[src/rtl/sat_alu_pkg.sv]
package sat_alu_pkg;
  typedef enum logic [3:0] {
    OP_SADD   = 4'd0,
    OP_SSUB   = 4'd1,
    OP_UADD   = 4'd2,
    OP_USUB   = 4'd3,
    OP_QADD   = 4'd4,
    OP_SCLAMP = 4'd5,
    OP_UCLAMP = 4'd6,
    OP_SCLP16 = 4'd7,
    OP_UCLP16 = 4'd8
  } sat_op_e;
endpackage

[src/rtl/sat_rst_sync.sv]
module sat_rst_sync (
  input  logic clk,
  input  logic rst_n,
  output logic rst_n_sync
);
  logic [1:0] stage_q;

  always_ff @(posedge clk or negedge rst_n) begin
    if (!rst_n) stage_q <= 2'b00;
    else        stage_q <= {stage_q[0], 1'b1};
  end

  assign rst_n_sync = stage_q[1];
endmodule

[src/rtl/sat_addsub.sv]
module sat_addsub #(
  parameter int W = 32
) (
  input  logic [W-1:0] a,
  input  logic [W-1:0] b,
  input  logic         is_sub,
  input  logic         is_signed,
  input  logic         clamp_en,
  output logic [W-1:0] res,
  output logic         ovf
);
  localparam logic [W-1:0] SMAX = {1'b0, {(W-1){1'b1}}};
  localparam logic [W-1:0] SMIN = {1'b1, {(W-1){1'b0}}};

  logic [W:0]   wide;
  logic [W-1:0] raw;
  logic         s_ovf;
  logic         u_ovf;
  logic [W-1:0] limit;

  always_comb begin
    wide  = is_sub ? ({1'b0, a} - {1'b0, b}) : ({1'b0, a} + {1'b0, b});
    raw   = wide[W-1:0];
    if (is_sub) s_ovf = (a[W-1] ^ b[W-1]) & (raw[W-1] ^ a[W-1]);
    else        s_ovf = ~(a[W-1] ^ b[W-1]) & (raw[W-1] ^ a[W-1]);
    u_ovf = wide[W];
    ovf   = is_signed ? s_ovf : u_ovf;
    if (is_signed)   limit = a[W-1] ? SMIN : SMAX;
    else if (is_sub) limit = '0;
    else             limit = '1;
    res   = (clamp_en && ovf) ? limit : raw;
  end
endmodule

[src/rtl/sat_clamp.sv]
module sat_clamp #(
  parameter int W  = 32,
  parameter int PW = $clog2(W)
) (
  input  logic [W-1:0]  val,
  input  logic [PW-1:0] pos,
  input  logic          is_signed,
  output logic [W-1:0]  res,
  output logic          hit
);
  logic [W-1:0]        mask;
  logic signed [W-1:0] top;

  always_comb begin
    mask = ({{(W-1){1'b0}}, 1'b1} << pos) - 1'b1;
    top  = $signed(val) >>> pos;
    res  = val;
    hit  = 1'b0;
    if (is_signed) begin
      if (top > 0) begin
        res = mask;  hit = 1'b1;
      end else if (top < -1) begin
        res = ~mask; hit = 1'b1;
      end
    end else begin
      if (val[W-1]) begin
        res = '0;    hit = 1'b1;
      end else if (val > mask) begin
        res = mask;  hit = 1'b1;
      end
    end
  end
endmodule

[src/rtl/sat_alu_unit.sv]
module sat_alu_unit
  import sat_alu_pkg::*;
#(
  parameter int W  = 32,
  parameter int PW = $clog2(W)
) (
  input  logic          clk,
  input  logic          rst_n,
  input  logic          start,
  input  logic          clr_flag,
  input  logic [3:0]    op,
  input  logic [W-1:0]  a,
  input  logic [W-1:0]  b,
  input  logic [PW-1:0] pos,
  output logic [W-1:0]  result,
  output logic          done,
  output logic          sat_flag
);
  localparam int H = W / 2;

  logic rst_n_s;
  sat_rst_sync u_rst (.clk(clk), .rst_n(rst_n), .rst_n_sync(rst_n_s));

  sat_op_e op_e;
  assign op_e = sat_op_e'(op);

  // add / subtract path
  logic         as_sub, as_signed, as_clamp, as_ovf;
  logic [W-1:0] as_res;
  always_comb begin
    as_sub    = (op_e == OP_SSUB) || (op_e == OP_USUB);
    as_signed = (op_e == OP_SADD) || (op_e == OP_SSUB) || (op_e == OP_QADD);
    as_clamp  = (op_e != OP_QADD);
  end

  sat_addsub #(.W(W)) u_addsub (
    .a(a), .b(b), .is_sub(as_sub), .is_signed(as_signed),
    .clamp_en(as_clamp), .res(as_res), .ovf(as_ovf)
  );

  // clamp lanes: lane 0 = word, lanes 1/2 = low/high halfword
  logic          cl_signed;
  logic [W-1:0]  lane_in  [3];
  logic [W-1:0]  lane_res [3];
  logic [2:0]    lane_hit;

  assign cl_signed  = (op_e == OP_SCLAMP) || (op_e == OP_SCLP16);
  assign lane_in[0] = a;
  assign lane_in[1] = {{(W-H){a[H-1]}}, a[H-1:0]};
  assign lane_in[2] = {{(W-H){a[W-1]}}, a[W-1:H]};

  for (genvar g = 0; g < 3; g++) begin : g_lane
    sat_clamp #(.W(W), .PW(PW)) u_clamp (
      .val(lane_in[g]), .pos(pos), .is_signed(cl_signed),
      .res(lane_res[g]), .hit(lane_hit[g])
    );
  end

  // operation select
  logic [W-1:0] op_res;
  logic         op_hit;
  always_comb begin
    op_res = '0;
    op_hit = 1'b0;
    case (op_e)
      OP_SADD, OP_SSUB, OP_UADD, OP_USUB, OP_QADD: begin
        op_res = as_res;
        op_hit = as_ovf;
      end
      OP_SCLAMP, OP_UCLAMP: begin
        op_res = lane_res[0];
        op_hit = lane_hit[0];
      end
      OP_SCLP16, OP_UCLP16: begin
        op_res = {lane_res[2][H-1:0], lane_res[1][H-1:0]};
        op_hit = lane_hit[1] | lane_hit[2];
      end
      default: begin
        op_res = '0;
        op_hit = 1'b0;
      end
    endcase
  end

  // next state
  logic         set_flag;
  logic [W-1:0] result_d;
  logic         done_d, flag_d;
  always_comb begin
    set_flag = start & op_hit;
    result_d = start ? op_res : result;
    done_d   = start;
    if (set_flag)      flag_d = 1'b1;
    else if (clr_flag) flag_d = 1'b0;
    else               flag_d = sat_flag;
  end

  // registers
  always_ff @(posedge clk or negedge rst_n_s) begin
    if (!rst_n_s) begin
      result   <= '0;
      done     <= 1'b0;
      sat_flag <= 1'b0;
    end else begin
      result   <= result_d;
      done     <= done_d;
      sat_flag <= flag_d;
    end
  end

  a_r11_done_after_start: assert property (@(posedge clk) disable iff (!rst_n_s)
    start |=> done);
  a_r11_no_spurious_done: assert property (@(posedge clk) disable iff (!rst_n_s)
    !start |=> !done);
  a_r11_result_held: assert property (@(posedge clk) disable iff (!rst_n_s)
    !start |=> $stable(result));
  a_r10_flag_sticky: assert property (@(posedge clk) disable iff (!rst_n_s)
    (sat_flag && !clr_flag) |=> sat_flag);
  a_r10_set_wins: assert property (@(posedge clk) disable iff (!rst_n_s)
    (start && op_hit) |=> sat_flag);
  a_r3_uadd_floor: assert property (@(posedge clk) disable iff (!rst_n_s)
    (start && op == 4'd2) |=> (result >= $past(a)));
  a_r4_usub_ceiling: assert property (@(posedge clk) disable iff (!rst_n_s)
    (start && op == 4'd3) |=> (result <= $past(a)));
endmodule

[config.mk]
export PLATFORM = sky130hd
export DESIGN_NAME = sat_alu_unit
export DESIGN_NICKNAME = d
export VERILOG_FILES = /design/src/rtl/sat_alu_pkg.sv /design/src/rtl/sat_rst_sync.sv /design/src/rtl/sat_addsub.sv /design/src/rtl/sat_clamp.sv /design/src/rtl/sat_alu_unit.sv
export SDC_FILE = /design/constraint.sdc
export NUM_CORES = 1
export LEC_CHECK = 0
export BUFFER_PORTS_ARGS = -buffer_cell sky130_fd_sc_hd__buf_2
export CORE_MARGIN = 10
export CORE_UTILIZATION = 36
export CTS_BUF_LIST = sky130_fd_sc_hd__clkbuf_16
export CTS_CLUSTER_SIZE = 10
export DETAILED_ROUTE_END_ITERATION = 16
export SYNTH_ARGS = -nofsm -noshare
export SYNTH_HDL_FRONTEND = slang
export SYNTH_SLANG_ARGS = --single-unit
[constraint.sdc]
create_clock -name clk -period 1.3 [get_ports clk]
set_clock_uncertainty 0.1 [all_clocks]
set_input_delay 0.13 -clock clk [delete_from_list [all_inputs] [get_ports clk]]
set_output_delay 0.13 -clock clk [all_outputs]
set_load 0.03 [all_outputs]
==> impl_results.md, run 1 <==
* Status: finished with violations
* Violated checks: negative setup slack
* Area of the multi-input gates at about 11000 sq um
* Routed WL at roughly 64000 microns
* DRT Pass-1 Iters at 6
* TritonCTS clock tree: yes
* Synth cell count leaders: nor2_1, a21oi_1, o21ai_0
* Avg Synthesized Cell Area at between 7 and 8 sq um
* Synth Instances at 1603
* Worst Hold Slack at 0.0650 ns
* Mux cell area share after synthesis at approximately 13%
* # setup viols final at 33
* Cells on worst reg2reg path at 3
* Net switching power at roughly 5.4 mW
* Final hold violation count at 0
* Placed instance count at between 2000 and 3000
* Crit path launch type: input pin
* Vias per cell at around 6.2
* Worst r2r src: result[22]
* Clk sink count at 36
* Max-Cap Viols at 0
* Area Growth Syn to Fin at 56.1%
* Finished Layout Cells at 2650
* Via Count at 16300
* Chip width at 201 microns
* Initial antenna violation count at 1
* Register area at about 900 sq um
* Synth Area in Compound Gates at between 30% and 40%
* I/O pin count at ~110
* Peak supply drop at roughly 600 uV
* CTS root buf: clkbuf_16
* Min setup slack post-route at -3.25 ns
* Maximum buffer depth of the clock tree at 2
* Die area at approximately 40000 sq um
* R2R Setup Slk at around 0.12 ns
* Switching Share at between 40% and 50%
* Total power at 11.3 mW
* Worst Setup SP: pos[0]
* Inserted Clock Buffers at 5
* Sequential Power Share at 12.7%
* H-tree depth reported by CTS at 2
* Remaining Overflow, GRT at 0
* Synth warn at 0
* Setup crit end kind: flip-flop
* EDFF count, synth at 0
* Kind of critical path: in2reg
* Starting DRT DRC Count at between 1500 and 2000
* DR DRC count at 0
* Pin count of the biggest net entering global routing at 60
* NumNets Final at approximately 2400
* Initial Util at between 30% and 40%
* WL/cell at 24.1 microns
* Worst Path Required at about 1.4 ns
* Die height at roughly 200 microns
* Post-Syn Area at ~12000 sq um
* Library cells used by synthesis at 93
* Ranking of synthesized cells by area: ha_1, dfrtp_1, mux4_2
* Placement Setup Slack at -3.67 ns
* XOR/XNOR share of the synthesized area at between 4 and 5%
* Post-synth ARST share at 100%
* # fillers at 3063
* Dpl hpwl at around 50000 microns
* Core Rows at 66
* Worst Tran Pin Value at roughly 0.66 ns
* Post-synth top area cell: ha_1
* IO buf count at 110
* Final period utilization at 350%
* GPL Wtd Cong at between 1 and 1.5
* Core Region at 32400 sq um
* Total Routing Usage GR at slightly below 30%
* Diodes inserted at 0
* Yosys reg bits at 36
* Hold Path Class: in2async
* Leakage at between 8 and 9 nW
* RSZ-0062 raised after global routing: yes
* Adder-cell share of the synthesized area at 11.8%
* Synth Flop Type: dfrtp_1
* Slew HR at a little over half
* Fin crit period at approximately 4.5 ns
* Largest family of logic cells by synthesized area: compound AO/OA/AOI/OAI gates
* CP Max Fanout at 6
* Critical path arrival at 4.62 ns
* Sequential-to-total area share from yosys stat at a little under 8%
* Share of the synthesized area in the top cell type at around 11%
* Layout cell share with drive strength beyond 1 at about 44%
* First-pass GRT wire length at around 95000 microns
* Slew Limit Fails at 0
* Most common cell in the synthesized netlist: nor2_1
* Power Dens Cells at approximately 620 nW/um^2
* Fmax at 0.220 GHz
* Remaining antenna violation count at 0
* Vias in the first global route at roughly 16000
* Logic pwr share at 76.4%
* Clock Power Share at ~11%
* FF-to-FF End: result[22]
* Simple-Gate Fraction of Synth Area at 22.2%
* P_int at around 6 mW
* Clk Latency, worst-skew pair at roughly 0.29 ns
* Clock transition at path regs at 0.06 ns
## per-layer routing
metal	part of all wire [%]	global-route usage (%)	vias to the layer above
met1	41	36.7	7841
met4	5.9	16.7	0
met3	7.8	4.08	223
li1	-	-	7371
met5	0	0	-
met2	46	48.4	883
## timing repair
action                     in CTS  in global routing
setup buffers                  43                 26
hold buffers                    2                  0
hold endpoints to repair        3                  0
gates cloned                    3                  1
pin swaps                      78                 78
setup endpoints to repair      33                 33
gates resized for setup       146                104
## state kept, by name, summed over array words and instances, names as in the netlist
name,count
u_rst.stage_q,2
sat_flag,1
result,32
done,1
## per-stage QoR
step / instance area, sq um / TNS [ns] / util, %
3_3_place_gp: 16500 / -115.66 / 50.9
5_1_grt: 18300 / -104.15 / 56.6
3_5_place_dp: 16500 / -117.02 / 50.9
6_report: 18300 / -99.96 / 56.6
2_1_floorplan: 11900 / -111.37 / -
4_1_cts: 17600 / -97.81 / 54.3
## critical path: stages
cell and delay, ns:
buf_8 0.10, or3_4 0.39, nor2_4 0.13, inv_4 0.05, ha_4 0.18, or3_4 0.34
o22a_1 0.23, o21ai_2 0.20, inv_2 0.14, ha_4 0.29, and3_1 0.15, nand4_1 0.21
or3_4 0.41, or3_4 0.35, o21ai_4 0.12, o31a_1 0.19, nor2_1 0.06, o311ai_2 0.40
buf_4 0.18, a31oi_1 0.08, a211o_1 0.28
## final cells by class
class / instances / area share, %
repair buffers: 714 / 29.2
multi-input cells: 1404 / 61.1
flip-flops and latches: 36 / 4.92
well taps: 442 / 3.02
clock inverters: 3 / 0.102
clock buffers: 5 / 0.683
inverters: 46 / 0.957
## worst max-delay path by stage
stage | end | slack [ns] | cells after the start
after floorplan | result[30] | -3.50 | 26
after global placement | result[22] | -3.73 | 23
after detailed placement | result[22] | -3.67 | 21
after CTS | result[9] | -3.13 | 22
after global routing | result[20] | -3.29 | 23
final | result[22] | -3.25 | 21
## placed cells by master (no fill, tap or decap), drive strengths merged, types with 8 or more instances in the layout
| cell type | n |
|---|---|
| o21a | 15 |
| and3 | 12 |
| a21oi | 139 |
| a22oi | 12 |
| buf | 711 |
| o22ai | 23 |
| mux2 | 20 |
| xnor2 | 33 |
| nor2b | 17 |
| o32ai | 8 |
| a31oi | 33 |
| a21o | 33 |
| inv | 42 |
| or2 | 13 |
| nand2b | 28 |
| or3 | 10 |
| o21ai | 132 |
| mux2i | 63 |
| a221oi | 24 |
| ha | 107 |
| xor2 | 31 |
| o211ai | 27 |
| nor3 | 50 |
| o221ai | 16 |
| nand3 | 30 |
| nor4 | 12 |
| o31ai | 11 |
| nor2 | 158 |
| a211oi | 21 |
| dfrtp | 36 |
| nand4 | 23 |
| mux4 | 32 |
| a21boi | 8 |
| and2 | 32 |
| nand2 | 111 |
## power by group through the flow
stage	Sequential (mW)	Combinational (mW)	Clock [mW]
6_report	1.44	8.66	1.24
5_1_grt	1.45	9.23	1.25
4_1_cts	1.43	8.09	1.23
3_5_place_dp	1.45	7.50	0
3_3_place_gp	1.45	7.41	0
2_1_floorplan	1.75	3.81	0
## cell families (layout without fill, tap and decap cells)
| family | Yosys count | in the layout |
|---|---|---|
| and+or+nand+nor | 522 | 523 |
| AOI/OAI and AO/OA | 589 | 589 |
| xor gates and xnor gates | 64 | 64 |
| buffers and inverters | 166 | 768 |
| adders and majority gates | 110 | 110 |
| muxes | 115 | 115 |
| other | 1 | 3 |
| DFF | 36 | 36 |
No activity file was read; power rests on OpenSTA's default activity.
==> inputs of run 2 (changes only) <==
--- a/config.mk
+++ b/config.mk
@@ -11,6 +11,7 @@
 export CTS_BUF_LIST = sky130_fd_sc_hd__clkbuf_16
 export CTS_CLUSTER_SIZE = 10
 export DETAILED_ROUTE_END_ITERATION = 16
+export SETUP_SLACK_MARGIN = 0.02
 export SYNTH_ARGS = -nofsm -noshare
 export SYNTH_HDL_FRONTEND = slang
 export SYNTH_SLANG_ARGS = --single-unit
==> impl_results.md, run 2 (synthesized netlist as in run 1, its figures left out) <==
* Setup crit end kind: flip-flop
* Crit path top cell by count: or3_4
* Peak supply drop at a little over 600 uV
* Core Rows at 66
* Max reg flops at 32
* Starting DRT DRC Count at between 1500 and 2000
* Total power at between 10 and 15 mW
* Power Dens Cells at 622 nW/um^2
* Violated checks: negative setup slack
* Placed Area at roughly 16000 sq um
* DRT Pass-1 Iters at 5
* Net switching power at ~5.4 mW
* Status: finished with violations
* Max-Cap Viols at 0
* P_int at ~6 mW
* Worst Hold Slack at 0.0660 ns
* Routed WL at between 60000 and 70000 microns
* WL/cell at roughly 24 microns
* Inserted Clock Buffers at 5
* Kind of critical path: in2reg
* Crit path launch type: input pin
* Vias per cell at approximately 6.1
* Area Growth Syn to Fin at 55.8%
* Pin count of the biggest net entering global routing at 60
* Initial Util at between 30% and 40%
* Remaining Overflow, GRT at 0
* Most flop-heavy register: result
* Die height at about 200 microns
* I/O pin count at 111
* Setup_tns at -101.24 ns
* Initial antenna violation count at 1
* IO buf count at 110
* Remaining antenna violation count at 0
* Slew HR at a little over half
* First-pass GRT wire length at ~94000 microns
* Fmax at 0.221 GHz
* Crit-path max cell delay at approximately 0.45 ns
* Clock Power Share at roughly 11%
* Vias in the first global route at between 15000 and 20000
* Final hold violation count at 0
* Diodes inserted at 0
* Crit path max-delay family: simple AND/OR/NAND/NOR gates
* RSZ-0062 raised after global routing: yes
* Met3 Use GR at ~4.2%
* Hold Path Class: in2async
* Commonest cells after routing, fill and taps aside: buf_4, nor2_1, a21oi_1, buf_2, o21ai_0
* H-tree depth reported by CTS at 2
* DR DRC count at 0
* Design area at ~18000 sq um
* GR peak layer: met2
* Crit path cell chain: buf_12 > or3_4 > nor2_4 > inv_4 > ha_4 > or3_4 > o22a_1 > o21ai_2 > inv_2 > ha_4 > and3_4 > nand4_1 > or3_4 > or3_4 > o21ai_4 > buf_6 > mux2i_1 > o21ai_1 > o311ai_4 > buf_4 > a31oi_4 > a211o_1
* Leakage at approximately 8 nW
* Logic pwr share at between 70% and 80%
* Buf/Inv on CP at 5
* # setup viols final at 33
* Die area at 40200 sq um
* Maximum buffer depth of the clock tree at 2
* Via Count at between 15000 and 20000
* GPL Wtd Cong at approximately 1.0
* Clk Latency, worst-skew pair at 0.29 ns
* Most common cell after layout, fill and taps aside: buf_4
* Final period utilization at 348%
* Met1 Track Usage GR at between 30 and 40%
* Slew Limit Fails at 0
* Slowest cell on crit path: or3_4
* Fin crit period at around 4.5 ns
* Worst Path Required at 1.37 ns
* Total Routing Usage GR at between 20% and 30%
* NumNets Final at ~2400
* Core Region at 32400 sq um
* Sequential Power Share at 12.7%
* Min setup slack post-route at -3.22 ns
* Dpl hpwl at about 50000 microns
* Worst Tran Pin Value at ~0.7 ns
* Clock transition at path regs at around 0.060 ns
* Clk sink count at 36
* CTS root buf: clkbuf_16
* CP Max Fanout at 6
* Switching Share at 47.4%
* TritonCTS clock tree: yes
* GR Layer Usage met2 at between 40% and 50%
* # fillers at 3087
* Critical path arrival at roughly 4.6 ns
* Chip width at between 200 and 250 microns
* Layout cell share with drive strength beyond 1 at between 40% and 50%
* Biggest regs: result x32, u_rst.stage_q x2
run 2: cell type report:
cell class,instances,area [sq um],area share [%]
Inverter,46,175,0.959
Sequential cell,36,901,4.93
Multi-Input combinational cell,1404,11100,60.7
Clock buffer,5,125,0.685
Timing Repair Buffer,716,5410,29.6
Tap cell,442,553,3.03
Clock inverter,3,18.8,0.103
run 2: stage by stage:
stage,util [%],instances,setup WS (ns)
floorplan,-,1605,-3.50
global placement,50.9,2574,-3.73
detailed placement,50.9,2574,-3.67
CTS,54.2,2628,-3.14
global route,56.4,2652,-3.26
finish,56.4,2652,-3.22
run 2: path summary, 6_finish.rpt:
| path | start | endpoint | slack, ns | cells after the start |
|---|---|---|---|---|
| max | pos[1] | result[22] | -3.22 | 22 |
| min | rst_n | u_rst.stage_q[0] | 0.07 | 2 |
| max in group asynchronous | u_rst.stage_q[1] | result[29] | 0.77 | 1 |
| max reg2reg | result[22] | result[22] | 0.06 | 3 |
| min reg2reg | u_rst.stage_q[1] | result[10] | 0.13 | 1 |
| min in group clk | a[0] | result[0] | 0.18 | 4 |
run 2: repair_timing:
item / in CTS / in global routing
endpoints found under the setup margin: 33 / 33
hold buffers: 2 / 0
buffers inserted: 42 / 28
gates resized for setup: 133 / 107
endpoints found under the hold margin: 3 / 0
pin swaps: 71 / 90
gates cloned: 3 / 2
run 2: per-layer routing:
layer  part of all wire [%]  vias to the layer above
met5                      0                        -
met2                     46                      863
li1                       -                     7378
met3                    7.7                      220
met1                     41                     7791
met4                    5.9                        0
run 2: power by group through the flow:
stage               Combinational [mW]  Sequential, mW  Clock [mW]
global placement                  7.41            1.45           0
finish                            8.68            1.44        1.24
detailed placement                7.50            1.45           0
global route                      9.25            1.45        1.25
floorplan                         3.81            1.75           0
CTS                               8.07            1.43        1.23
==> inputs of run 3 (changes only) <==
--- a/config.mk
+++ b/config.mk
@@ -12,6 +12,7 @@
 export CTS_CLUSTER_SIZE = 10
 export DETAILED_ROUTE_END_ITERATION = 16
 export SETUP_SLACK_MARGIN = 0.02
+export SKIP_LAST_GASP = 1
 export SYNTH_ARGS = -nofsm -noshare
 export SYNTH_HDL_FRONTEND = slang
 export SYNTH_SLANG_ARGS = --single-unit
==> impl_results.md, run 3 (synthesized netlist as in run 1, its figures left out) <==
* Slew HR at around 53%
* Initial Util at between 30 and 40%
* RSZ-0062 raised after global routing: yes
* Violated checks: negative setup slack
* Buf/Inv on CP at 4
* Core Region at approximately 32000 sq um
* DRT Pass-1 Iters at 7
* Leakage at between 8 and 9 nW
* Sequential Power Share at between 10 and 15%
* # setup viols final at 33
* Status: finished with violations
* Slew Limit Fails at 0
* Crit-path max cell delay at roughly 0.45 ns
* Starting DRT DRC Count at roughly 1600
* Placed instance count at approximately 2600
* Clk sink count at 36
* Dpl hpwl at a little over 50000 microns
* Kind of critical path: in2reg
* Max reg flops at 32
* Net switching power at 5.34 mW
* Die height at ~200 microns
* Final period utilization at 347%
* Fmax at between 0.2 and 0.25 GHz
* IO buf count at between 100 and 150
* Die area at around 40000 sq um
* Total Routing Usage GR at roughly 30%
* I/O pin count at approximately 110
* Worst Path Required at 1.37 ns
* First-pass GRT wire length at roughly 95000 microns
* Clk Latency, worst-skew pair at approximately 0.29 ns
* Remaining Overflow, GRT at 0
* CTS root buf: clkbuf_16
* Slowest cell on crit path: or3_4
* DR DRC count at 0
* CP Max Fanout at 6
* Vias per cell at about 6.1
* Design area at around 18000 sq um
* Crit path top cell by count: or3_4
* P_int at between 5 and 6 mW
* Most flop-heavy register: result
* Biggest regs: result x32, u_rst.stage_q x2
* Finished Layout Cells at around 2600
* Area Growth Syn to Fin at 54.1%
* H-tree depth reported by CTS at 2
* Crit path cell chain: buf_12 > or3_4 > nor2_4 > inv_4 > ha_4 > or3_4 > o22a_1 > o21ai_2 > inv_2 > ha_4 > and3_4 > nand4_1 > or3_4 > or3_4 > o21ai_4 > o31a_1 > nor2_1 > o311ai_2 > buf_4 > a31oi_1 > a211o_1
* GPL Wtd Cong at between 1 and 1.5
* TritonCTS clock tree: yes
* Inserted Clock Buffers at 5
* Power Dens Cells at approximately 620 nW/um^2
* NumNets Final at 2389
* Placed Area at about 16000 sq um
* Setup crit end kind: flip-flop
* Via Count at around 16000
* Critical path arrival at around 4.6 ns
* Initial antenna violation count at 1
* WL/cell at between 20 and 25 microns
* Peak supply drop at about 610 uV
* Crit path launch type: input pin
* Final hold violation count at 0
* Maximum buffer depth of the clock tree at 2
* Core Rows at 66
* Clock Power Share at between 10% and 20%
* Max-Cap Viols at 0
* Fin crit period at 4.51 ns
* Layout cell share with drive strength beyond 1 at a little over two fifths
* Min setup slack post-route at -3.21 ns
* Clock transition at path regs at around 0.06 ns
* Routed WL at between 60000 and 70000 microns
* Most common cell after layout, fill and taps aside: buf_4
* Remaining antenna violation count at 0
* Setup_tns at -101.97 ns
* Pin count of the biggest net entering global routing at 60
* Vias in the first global route at between 15000 and 20000
* Worst Tran Pin Value at about 0.69 ns
* Logic pwr share at roughly three quarters
* Switching Share at between 40% and 50%
* Hold Path Class: in2async
* Commonest cells after routing, fill and taps aside: buf_4, nor2_1, a21oi_1, buf_2, o21ai_0
* Crit path max-delay family: simple AND/OR/NAND/NOR gates
* Chip width at ~200 microns
[run 3: worst paths after layout]
kind                                   from                to  slack, ns  depth (start not counted)
max reg2reg                      result[22]        result[22]       0.17                          2
max                                  pos[1]        result[22]      -3.21                         21
min                                   rst_n  u_rst.stage_q[0]       0.07                          2
min reg2reg                u_rst.stage_q[1]        result[10]       0.13                          1
min in group clk                       a[0]         result[0]       0.19                          4
max in group asynchronous  u_rst.stage_q[1]        result[21]       0.77                          1
[run 3: power by group through the flow]
stage	sequential, mW	clock (mW)	combinational, mW
after floorplan	1.75	0	3.81
after global placement	1.45	0	7.41
after detailed placement	1.45	0	7.50
after CTS	1.43	1.23	8.06
after global routing	1.45	1.25	9.13
final	1.44	1.24	8.56
[run 3: timing repair]
action	CTS	global route
endpoints found under the hold margin	3	0
pin swaps	71	89
gates resized for setup	126	90
buffers inserted	42	25
hold buffers	2	0
gates cloned	3	1
endpoints found under the setup margin	33	33
[run 3: worst register-to-register path, delay by kind of cell (launching register included)]
family,cells,cell delay [ns]
compound gates,2,0.50
flops,1,0.42
[run 3: cell type report]
| type | count | area (sq um) |
|---|---|---|
| Antenna cell | 1 | 2.50 |
| Clock buffer | 5 | 125 |
| Clock inverter | 3 | 18.8 |
| Fill cell | 3114 | 14300 |
| Inverter | 46 | 175 |
| Multi-Input combinational cell | 1404 | 11000 |
| Sequential cell | 36 | 901 |
| Tap cell | 442 | 553 |
| Timing Repair Buffer | 711 | 5330 |
[run 3: metal layers]
layer | part of all wire, % | global-route usage (%) | vias up | wire, microns
li1 | - | - | 7370 | -
met3 | 8.5 | 3.95 | 207 | 5370
met5 | 0 | 0 | - | 0
met1 | 40 | 36.9 | 7814 | 25400
met4 | 5.8 | 15.9 | 0 | 3650
met2 | 46 | 48.7 | 892 | 29000
[run 3: per-stage QoR]
| step | power [mW] | utilization [%] | setup slack, ns | hold WS, ns |
|---|---|---|---|---|
| finish | 11.2 | 55.8 | -3.21 | 0.0652 |
| global route | 11.8 | 55.8 | -3.28 | 0.0805 |
| detailed placement | 8.95 | 50.9 | -3.67 | -0.181 |
| floorplan | 5.56 | - | -3.50 | -0.266 |
| CTS | 10.7 | 54.2 | -3.14 | 0.0820 |
| global placement | 8.87 | 50.9 | -3.73 | -0.183 |
